[config.mk]
export PLATFORM = sky130hd
export DESIGN_NAME = pixel_fifo_thr
export DESIGN_NICKNAME = d
export VERILOG_FILES = /design/src/rtl/pfx_pkg.sv /design/src/rtl/pfx_level.sv /design/src/rtl/pfx_store.sv /design/src/rtl/pixel_fifo_thr.sv
export SDC_FILE = /design/constraint.sdc
export NUM_CORES = 1
export LEC_CHECK = 0
export BUFFER_PORTS_ARGS = -buffer_cell sky130_fd_sc_hd__clkbuf_2
export CAP_MARGIN = 20
export CORE_MARGIN = 2
export CORE_UTILIZATION = 35
export CTS_BUF_LIST = sky130_fd_sc_hd__clkbuf_2 sky130_fd_sc_hd__clkbuf_4 sky130_fd_sc_hd__clkbuf_8
export CTS_CLUSTER_DIAMETER = 30
export DETAILED_ROUTE_END_ITERATION = 6
export GPL_ROUTABILITY_DRIVEN = 0
export SLEW_MARGIN = 0
export SYNTH_ARGS = -nofsm -noshare
export SYNTH_HDL_FRONTEND = slang
export SYNTH_SLANG_ARGS = --single-unit
[constraint.sdc]
create_clock -name clk -period 6.8 [get_ports clk]
set_input_delay 0.68 -clock clk [delete_from_list [all_inputs] [get_ports clk]]
set_output_delay 0.68 -clock clk [all_outputs]
set_load 0.05 [all_outputs]
[src/rtl/pfx_pkg.sv]
package pfx_pkg;

   typedef enum logic [1:0] {
      PF_RGB16 = 2'd0,
      PF_RGB18 = 2'd1,
      PF_RGB24 = 2'd2,
      PF_DEFLT = 2'd3
   } pix_fmt_e;

   function automatic int unsigned fmt_bits(input pix_fmt_e f);
      case (f)
         PF_RGB16: return 16;
         PF_RGB18: return 18;
         default:  return 24;
      endcase
   endfunction

   // byte slots a stored pixel occupies
   function automatic int unsigned fmt_slots(input pix_fmt_e f);
      return (f == PF_RGB16) ? 2 : 3;
   endfunction

   // bytes reserved for the upstream pixels still in flight
   function automatic int unsigned fmt_margin(input pix_fmt_e f, input int unsigned lat);
      return (lat * fmt_bits(f) + 7) / 8;
   endfunction

endpackage

[src/rtl/pfx_level.sv]
module pfx_level
   import pfx_pkg::*;
#(
   parameter int unsigned DEPTH_BYTES  = 64,
   parameter int unsigned LAT_PIX      = 6,
   parameter bit          ALLOW_CUSTOM = 1'b1,
   localparam int unsigned OCC_W       = $clog2(DEPTH_BYTES + 1)
) (
   input  pix_fmt_e         fmt,
   input  logic             cust_en,
   input  logic [OCC_W-1:0] cust_lvl,
   output logic [OCC_W-1:0] level,
   output logic [1:0]       slots
);
   logic [OCC_W-1:0] dflt_lvl;

   always_comb begin
      dflt_lvl = OCC_W'(DEPTH_BYTES - fmt_margin(fmt, LAT_PIX));
      slots    = 2'(fmt_slots(fmt));
   end

   generate
      if (ALLOW_CUSTOM) begin : g_custom
         assign level = cust_en ? cust_lvl : dflt_lvl;
      end else begin : g_fixed
         logic unused_cust;
         assign unused_cust = cust_en ^ (^cust_lvl);
         assign level = dflt_lvl;
      end
   endgenerate

endmodule

[src/rtl/pfx_store.sv]
module pfx_store #(
   parameter int unsigned ENTRIES = 32,
   parameter int unsigned PIX_W   = 24,
   localparam int unsigned PTR_W  = $clog2(ENTRIES),
   localparam int unsigned CNT_W  = $clog2(ENTRIES + 1)
) (
   input  logic             clk,
   input  logic             rst_n,
   input  logic             flush,
   input  logic             push,
   input  logic [PIX_W-1:0] push_data,
   input  logic [1:0]       push_sz,
   input  logic             pop,
   output logic [PIX_W-1:0] head_data,
   output logic [1:0]       head_sz,
   output logic [CNT_W-1:0] count
);
   logic [PIX_W-1:0] mem_d [ENTRIES];
   logic [1:0]       mem_s [ENTRIES];
   logic [PTR_W-1:0] wptr, rptr;

   function automatic logic [PTR_W-1:0] bump(input logic [PTR_W-1:0] p);
      return (p == PTR_W'(ENTRIES - 1)) ? '0 : p + 1'b1;
   endfunction

   always_ff @(posedge clk) begin
      if (push) begin
         mem_d[wptr] <= push_data;
         mem_s[wptr] <= push_sz;
      end
   end

   always_ff @(posedge clk) begin
      if (!rst_n || flush) begin
         wptr  <= '0;
         rptr  <= '0;
         count <= '0;
      end else begin
         if (push) wptr <= bump(wptr);
         if (pop)  rptr <= bump(rptr);
         case ({push, pop})
            2'b10:   count <= count + 1'b1;
            2'b01:   count <= count - 1'b1;
            default: count <= count;
         endcase
      end
   end

   assign head_data = mem_d[rptr];
   assign head_sz   = mem_s[rptr];

endmodule

[src/rtl/pixel_fifo_thr.sv]
module pixel_fifo_thr
   import pfx_pkg::*;
#(
   parameter int unsigned DEPTH_BYTES  = 64,
   parameter int unsigned LAT_PIX      = 6,
   parameter int unsigned PIX_W        = 24,
   parameter bit          ALLOW_CUSTOM = 1'b1,
   localparam int unsigned OCC_W       = $clog2(DEPTH_BYTES + 1),
   localparam int unsigned ENTRIES     = DEPTH_BYTES / 2,
   localparam int unsigned CNT_W       = $clog2(ENTRIES + 1)
) (
   input  logic             clk,
   input  logic             rst_n,
   input  logic [1:0]       fmt,
   input  logic             thr_custom_en,
   input  logic [OCC_W-1:0] thr_custom,
   input  logic             clr,
   input  logic             sof_clr_en,
   input  logic             sof,
   input  logic             uflow_trig_en,
   input  logic             wr_en,
   input  logic [PIX_W-1:0] wr_data,
   output logic             wr_ready,
   output logic             full,
   input  logic             rd_en,
   output logic [PIX_W-1:0] rd_data,
   output logic [OCC_W-1:0] occ_bytes,
   output logic             uflow
);
   generate
      if (DEPTH_BYTES < 4 || (DEPTH_BYTES % 2) != 0) begin : g_bad_depth
         $error("DEPTH_BYTES must be even and at least 4");
      end
      if (PIX_W < 16) begin : g_bad_width
         $error("PIX_W must hold a 16-bit pixel");
      end
      if ((LAT_PIX * 3) >= DEPTH_BYTES) begin : g_bad_lat
         $error("latency margin exceeds the byte capacity");
      end
   endgenerate

   logic [OCC_W-1:0] level;
   logic [1:0]       slots, head_sz;
   logic [PIX_W-1:0] head_data;
   logic [CNT_W-1:0] count;
   logic             flush, empty, push, pop;
   logic [OCC_W:0]   occ_after_wr;

   pfx_level #(
      .DEPTH_BYTES (DEPTH_BYTES),
      .LAT_PIX     (LAT_PIX),
      .ALLOW_CUSTOM(ALLOW_CUSTOM)
   ) u_level (
      .fmt     (pix_fmt_e'(fmt)),
      .cust_en (thr_custom_en),
      .cust_lvl(thr_custom),
      .level   (level),
      .slots   (slots)
   );

   pfx_store #(
      .ENTRIES(ENTRIES),
      .PIX_W  (PIX_W)
   ) u_store (
      .clk      (clk),
      .rst_n    (rst_n),
      .flush    (flush),
      .push     (push),
      .push_data(wr_data),
      .push_sz  (slots),
      .pop      (pop),
      .head_data(head_data),
      .head_sz  (head_sz),
      .count    (count)
   );

   always_comb begin
      flush        = clr | (sof_clr_en & sof);
      empty        = (count == '0);
      occ_after_wr = {1'b0, occ_bytes} + (OCC_W + 1)'(slots);
      wr_ready     = (occ_after_wr <= (OCC_W + 1)'(DEPTH_BYTES));
      push         = wr_en & wr_ready & ~flush;
      pop          = rd_en & ~empty & ~flush;
      full         = (occ_bytes >= level);
   end

   always_ff @(posedge clk) begin
      if (!rst_n || flush) begin
         occ_bytes <= '0;
      end else begin
         occ_bytes <= occ_bytes + (push ? OCC_W'(slots) : '0) - (pop ? OCC_W'(head_sz) : '0);
      end
   end

   always_ff @(posedge clk) begin
      if (!rst_n) begin
         rd_data <= '0;
      end else if (pop) begin
         rd_data <= head_data;
      end
   end

   always_ff @(posedge clk) begin
      if (!rst_n || clr) begin
         uflow <= 1'b0;
      end else if (rd_en && empty && uflow_trig_en) begin
         uflow <= 1'b1;
      end
   end

endmodule

## After elaboration in Yosys (flattened, before gate mapping)

Memories as Yosys holds them, arrays and structs flattened. A register that Yosys moved wholly into a read port is not among the register bits.
Index checks and enable logic that the tools add are counted.

- Add/sub/neg operators: 9
- Multiply operators: 1
- $lt $le $gt $ge: 2
- Equal/unequal tests: 5
- Multiplexer cells: 12
- Bitwise logic cells: 8
- Reductions and logical operators: 9

Operator list:

| kind | number |
|---|---|
| 5-bit 2-to-1 mux | 4 |
| 6-bit one-hot mux with 2 select lines | 1 |
| 10-bit by 3-bit adder with 10-bit output (second input constant) | 1 |
| 5-bit by 1-bit adder with 5-bit output (second input constant) | 2 |
| 5-bit == test (second input constant) | 2 |
| 7-bit by 2-bit adder with 8-bit output | 1 |
| 8-bit by 7-bit less-or-equal comparator with 1-bit output (second input constant) | 1 |
| 4-bit one-hot mux with 2 select lines | 1 |
| 7-bit by 2-bit adder with 7-bit output | 1 |
| 7-bit greater-or-equal comparator | 1 |
| 2-bit by 5-bit multiplier with 7-bit output (first input constant) | 1 |
| 7-bit 2-to-1 mux | 1 |
| 7-bit by 2-bit subtractor with 7-bit output | 1 |
| 7-bit subtractor (first input constant) | 1 |
| 6-bit by 1-bit adder with 6-bit output (second input constant) | 1 |
| 6-bit zero test | 1 |
| 6-bit by 1-bit subtractor with 6-bit output (second input constant) | 1 |
| 1-bit AND | 5 |
| 2-bit by 1-bit == test with 1-bit output (second input constant) | 2 |
| 2-bit 2-to-1 mux | 2 |
| 1-bit 2-to-1 mux | 3 |
| 2-bit == test (second input constant) | 1 |
| 1-bit logical AND | 2 |
| 1-bit zero test | 2 |
| 5 further kinds | 7 |

- Register bits: 24
- Memory bits (writable): 800
- Input port bits: 42
- Output and inout port bits: 34
- Logic and storage cells: 53
- Memories kept: 2

Memories:

| name | words | bits a word | read ports | clocked after memory_dff | wr ports | RTL line | RTL |
|---|---|---|---|---|---|---|---|
| u_store.mem_d | 32 | 24 | 1 | 1 | 1 | pfx_store.sv:18 | `logic [PIX_W-1:0] mem_d [ENTRIES];` |
| u_store.mem_s | 32 | 1 | 1 | 1 | 1 | pfx_store.sv:19 | `logic [1:0] mem_s [ENTRIES];` |

## Depth between registers and ports, before layout

- Depth after elaboration: 9
- Depth in mapped cells: 19
- Gate-level depth less buffers: 18

## Cells and area by module

Synthesis repeated with hierarchy kept, for this count alone.

- Cells, all modules: 1881
- Area, all modules: 34790.9 µm²

By module, submodules not included:

| module | instances | cells each | area each (µm²) | seq. area each (µm²) |
|---|---|---|---|---|
| pfx_store | 1 | 1644 | 32809.0 | 25404.4 |
| pixel_fifo_thr | 1 | 223 | 1889.3 | 640.6 |
| pfx_level | 1 | 14 | 92.6 | 0.0 |

## Worst setup path before layout

OpenSTA, ideal clock, no wires.

- Path type: input to register
- From: input port fmt[1]
- To: register occ_bytes[6]
- Library setup time: 0.117 ns
- Arrival: 4.463 ns
- Data required time: 6.683 ns
- Path slack: 2.220 ns
- Cell stages on the path: 19
- Path buffers: 1
- Cell sequence: or2_2 ha_1 inv_1 ha_1 nor3b_1 a31oi_1 o41a_4 nor3_4 clkbuf_2 nand2_1 ha_1 inv_1 ha_1 fa_1 a21o_1 a21oi_1 o21bai_1 mux2i_1 nand2_1

- Cells in the longest elaborated chain, start to end: 9

RTL lines:

| element | RTL line | RTL |
|---|---|---|
| from (decl) | pixel_fifo_thr.sv:14 | `input logic [1:0] fmt,` |
| 2-bit zero test (*) | pfx_pkg.sv:20 | `return (f == PF_RGB16) ? 2 : 3;` |
| 1-bit 2-to-1 mux (*) | pfx_pkg.sv:20 |  |
| 7-bit by 2-bit adder with 8-bit output | pixel_fifo_thr.sv:80 | `occ_after_wr = {1'b0, occ_bytes} + (OCC_W + 1)'(slots);` |
| 8-bit by 7-bit less-or-equal comparator with 1-bit output | pixel_fifo_thr.sv:81 | `wr_ready = (occ_after_wr <= (OCC_W + 1)'(DEPTH_BYTES));` |
| 1-bit AND (2 in series) | pixel_fifo_thr.sv:82 | `push = wr_en & wr_ready & ~flush;` |
| 2-bit 2-to-1 mux (*) | pixel_fifo_thr.sv:91 | `occ_bytes <= occ_bytes + (push ? OCC_W'(slots) : '0) - (pop ? OCC_W'(head_sz) : '0);` |
| 7-bit by 2-bit adder with 7-bit output (*) | pixel_fifo_thr.sv:91 |  |
| 7-bit by 2-bit subtractor with 7-bit output (*) | pixel_fifo_thr.sv:91 |  |
| to (signal assigned) | pixel_fifo_thr.sv:91 |  |
| to (decl) | pixel_fifo_thr.sv:27 | `output logic [OCC_W-1:0] occ_bytes,` |

Mark *: on every way between the ends. The rest lies on a longest branch, timed or not.
A chain may end at the register's enable or synchronous reset.

## Worst setup path after layout

- From: input port fmt[1]
- To: register occ_bytes[6]

- Cells in the longest elaborated chain, start to end: 9

RTL lines:

| element | RTL line | RTL |
|---|---|---|
| 2-bit zero test (*) | pfx_pkg.sv:20 |  |
| 1-bit 2-to-1 mux (*) | pfx_pkg.sv:20 |  |
| net slots[0] | pixel_fifo_thr.sv:43 | `logic [1:0] slots, head_sz;` |
| 7-bit by 2-bit adder with 8-bit output | pixel_fifo_thr.sv:80 |  |
| 8-bit by 7-bit less-or-equal comparator with 1-bit output | pixel_fifo_thr.sv:81 |  |
| 1-bit AND (2 in series) | pixel_fifo_thr.sv:82 |  |
| 2-bit 2-to-1 mux (*) | pixel_fifo_thr.sv:91 |  |
| 7-bit by 2-bit adder with 7-bit output (*) | pixel_fifo_thr.sv:91 |  |
| 7-bit by 2-bit subtractor with 7-bit output (*) | pixel_fifo_thr.sv:91 |  |

Mark *: on every way through the listed nets, which the timed path passes. The rest lies on a longest branch.

==> results.cfg <==
[status]
status = complete, no violations

[yosys]
syn_area_um2 = 33600
syn_inst = 1800
netlist.area_leader.share = 0.715
ys_ff_latch = 853
avgSynthCellArea_um2 = 18.7
yosysMostFrequentCell = edfxtp_1
yosysWarningCount = 0
yosysTopAreaCell = edfxtp_1
synthTopCellsByArea = edfxtp_1 (72%), mux4_2 (7.1%), mux2i_1 (5.8%)
ys_async_sr_fraction = 0
synth_nets = 1874
yosys-top-cells-count = edfxtp_1 (800), mux2i_1 (193), mux4_2 (106), nor2_1 (78), dfxtp_1 (53)
seq_area_frac_synth = 0.747
synth_cell_types = 63
synth_edf_count = 800
synth_ff_type = edfxtp_1

[pwr]
vdd.ir_drop.worst_v = 0.000193
internal-power_mw = 9.15
swShare = 0.218
clockPowerShare = 0.479
combPwrFrac = 0.027
net-switching-power_mw = 2.55
seqPwrFrac = 0.494
power.density_cell_area_nw_per_um2 = 298
p_leak_nw = 12.5

[floorplan]
initial_core_util = 0.354
die_y_um = 314
die_area_um2 = 98500
coreArea_um2 = 95000
die_w_um = 314
num_rows = 113
ioPinCount = 76

[global_routing]
met1_usage = 0.232
grt_pass1_vias = 18200
top_usage_layer = met2
grt_max_degree = 123
grt_use_met3 = 0.0334
grt_overflow = 0
grt_util_met2 = 0.264
grt_pass1_wl_mm = 121
globalRouteTotalUtil = 0.167
antenna_found_initial = 2

[timing]
fin_setup_tns_ns = 0
maxSlewViolCount = 0
fin_hold_ws_ns = 0.153
min_period_ns = 4.50
max_freq_mhz = 222
worst_pin_slew_ns = 1.09
min_period_over_period = 0.662
slew_headroom = 0.265
setup_viol = 0
rsz0062_at_grt = false
skew_ns = 0.0555
hold_violations = 0

[clock_network]
worst_skew_pair.late_latency_ns = 0.83
cts_root_buf = clkbuf_8
cts_buffers = 161
cts.path.max_buffers = 3
post_cts.repair.setup_buffers = 0
htreeDepth = 4
clock-sinks = 853
clk_pin_slew_ns = 0.05
hold_buffers = 0
cts_resized = 0
cts_tree = built

[route]
vias = 17700
routed_wl_mm = 82.3
drt-vias-per-instance = 5.21
first_pass_iters = 5
ant_nets = 0
drc = 0
drt-initial-drc-count = 1750
wl_per_cell_um = 24.3

[critical_path]
worstSetupStartpointType = input pin
crit_arrival_ns = 5.18
cp_max_fo = 35
critPathKind = in -> reg
end_kind = flop
worstPathRequired_ns = 7.48

[layout]
fin_cells = 3391
regArea_um2 = 25100
num-fill-cells = 8444
area_growth_pct = 16.8
multi_input_area_um2 = 8000
fin_area_um2 = 39200
final_layout_size_suffix_gt1_frac = 0.248
nets = 2068

[place]
port_buffers = 75
dpl.hpwl_mm = 48.6
placed_cell_area_um2 = 35500
placed_cells = 3095

[min_path]
min_path_type = in -> reg

[flow_run]
drv_cap = 0
[through the flow]
| stage | total power [mW] | utilization | setup slack (ns) |
|---|---|---|---|
| final | 11.7 | 0.413 | 2.30 |
| after global routing | 12.1 | 0.413 | 1.99 |
| after CTS | 11.8 | 0.413 | 2.33 |
| after detailed placement | 6.21 | 0.374 | 1.46 |
| after global placement | 6.20 | 0.374 | 1.53 |
| after floorplan | 6.05 | - | 2.22 |
[cells in the final DEF (no fill, tap or decap), drive strengths merged, types with 38 or more instances in the layout]
master  count
buf        54
clkinv     55
nor2       79
mux2i     193
a22o       39
mux4      106
nand2      41
edfxtp    800
dfxtp      53
and3       38
a22oi      49
clkbuf    272
[cells by family after synthesis]
| family | count (synthesis) | synth area share |
|---|---|---|
| xor gates and xnor gates | 13 | 0.00339 |
| and+or+nand+nor | 257 | 0.0406 |
| muxes | 304 | 0.130 |
| AOI/OAI and AO/OA | 223 | 0.0495 |
| buffers and inverters | 118 | 0.0172 |
| DFF | 853 | 0.747 |
| adders and majority gates | 32 | 0.0124 |
[final cells by class]
type	instances	area share
antenna	1	0.0000638
timing repair buffer	129	0.0204
sequential	853	0.639
clock buffer	197	0.0649
multi-input combinational	829	0.204
inverter	20	0.00191
clock inverter	97	0.0292
tap	1265	0.0403
[critical path, stage by stage]
cell and delay, ns:
clkbuf_2 0.10, or2_2 0.58, ha_1 0.36, inv_1 0.07, ha_1 0.17, nor3b_1 0.23
a31oi_1 0.11, o41a_4 0.50, nor3_4 0.16, buf_4 0.32, inv_1 0.16, fa_1 0.52
inv_1 0.07, fa_1 0.40, a21o_1 0.19, a21oi_1 0.22, o21bai_1 0.10, mux2i_1 0.17
nand2_1 0.06
[power groups by stage]
stage	clock network, mW	logic (mW)	registers (mW)
finish	5.61	0.315	5.78
global route	5.96	0.342	5.78
CTS	5.71	0.318	5.78
detailed placement	0	0.318	5.89
global placement	0	0.307	5.89
floorplan	0	0.144	5.91
[sequential cells by signal, summed over array words and instances (netlist names), named ones only]
signal	flops
u_store.wptr	5
u_store.mem_d	768
u_store.count	6
occ_bytes	7
uflow	1
u_store.mem_s	32
rd_data	24
u_store.rptr	5
[worst paths after layout]
check,slack [ns],depth (start not counted),start,to
worst max-delay path,2.30,19,fmt[1],occ_bytes[6]$_SDFF_PP0_
worst min-delay path,0.15,3,uflow_trig_en,uflow$_SDFFE_PP0P_
worst max register to register,2.62,17,occ_bytes[0]$_SDFF_PP0_,occ_bytes[6]$_SDFF_PP0_
worst min register to register,0.48,2,uflow$_SDFFE_PP0P_,uflow$_SDFFE_PP0P_
[layer usage]
metal / vias up / share of wire
met4: 0 / 0.020
li1: 7764 / -
met3: 107 / 0.056
met1: 9161 / 0.45
met2: 630 / 0.47
met5: - / 0
No activity file was read; power rests on OpenSTA's default activity.
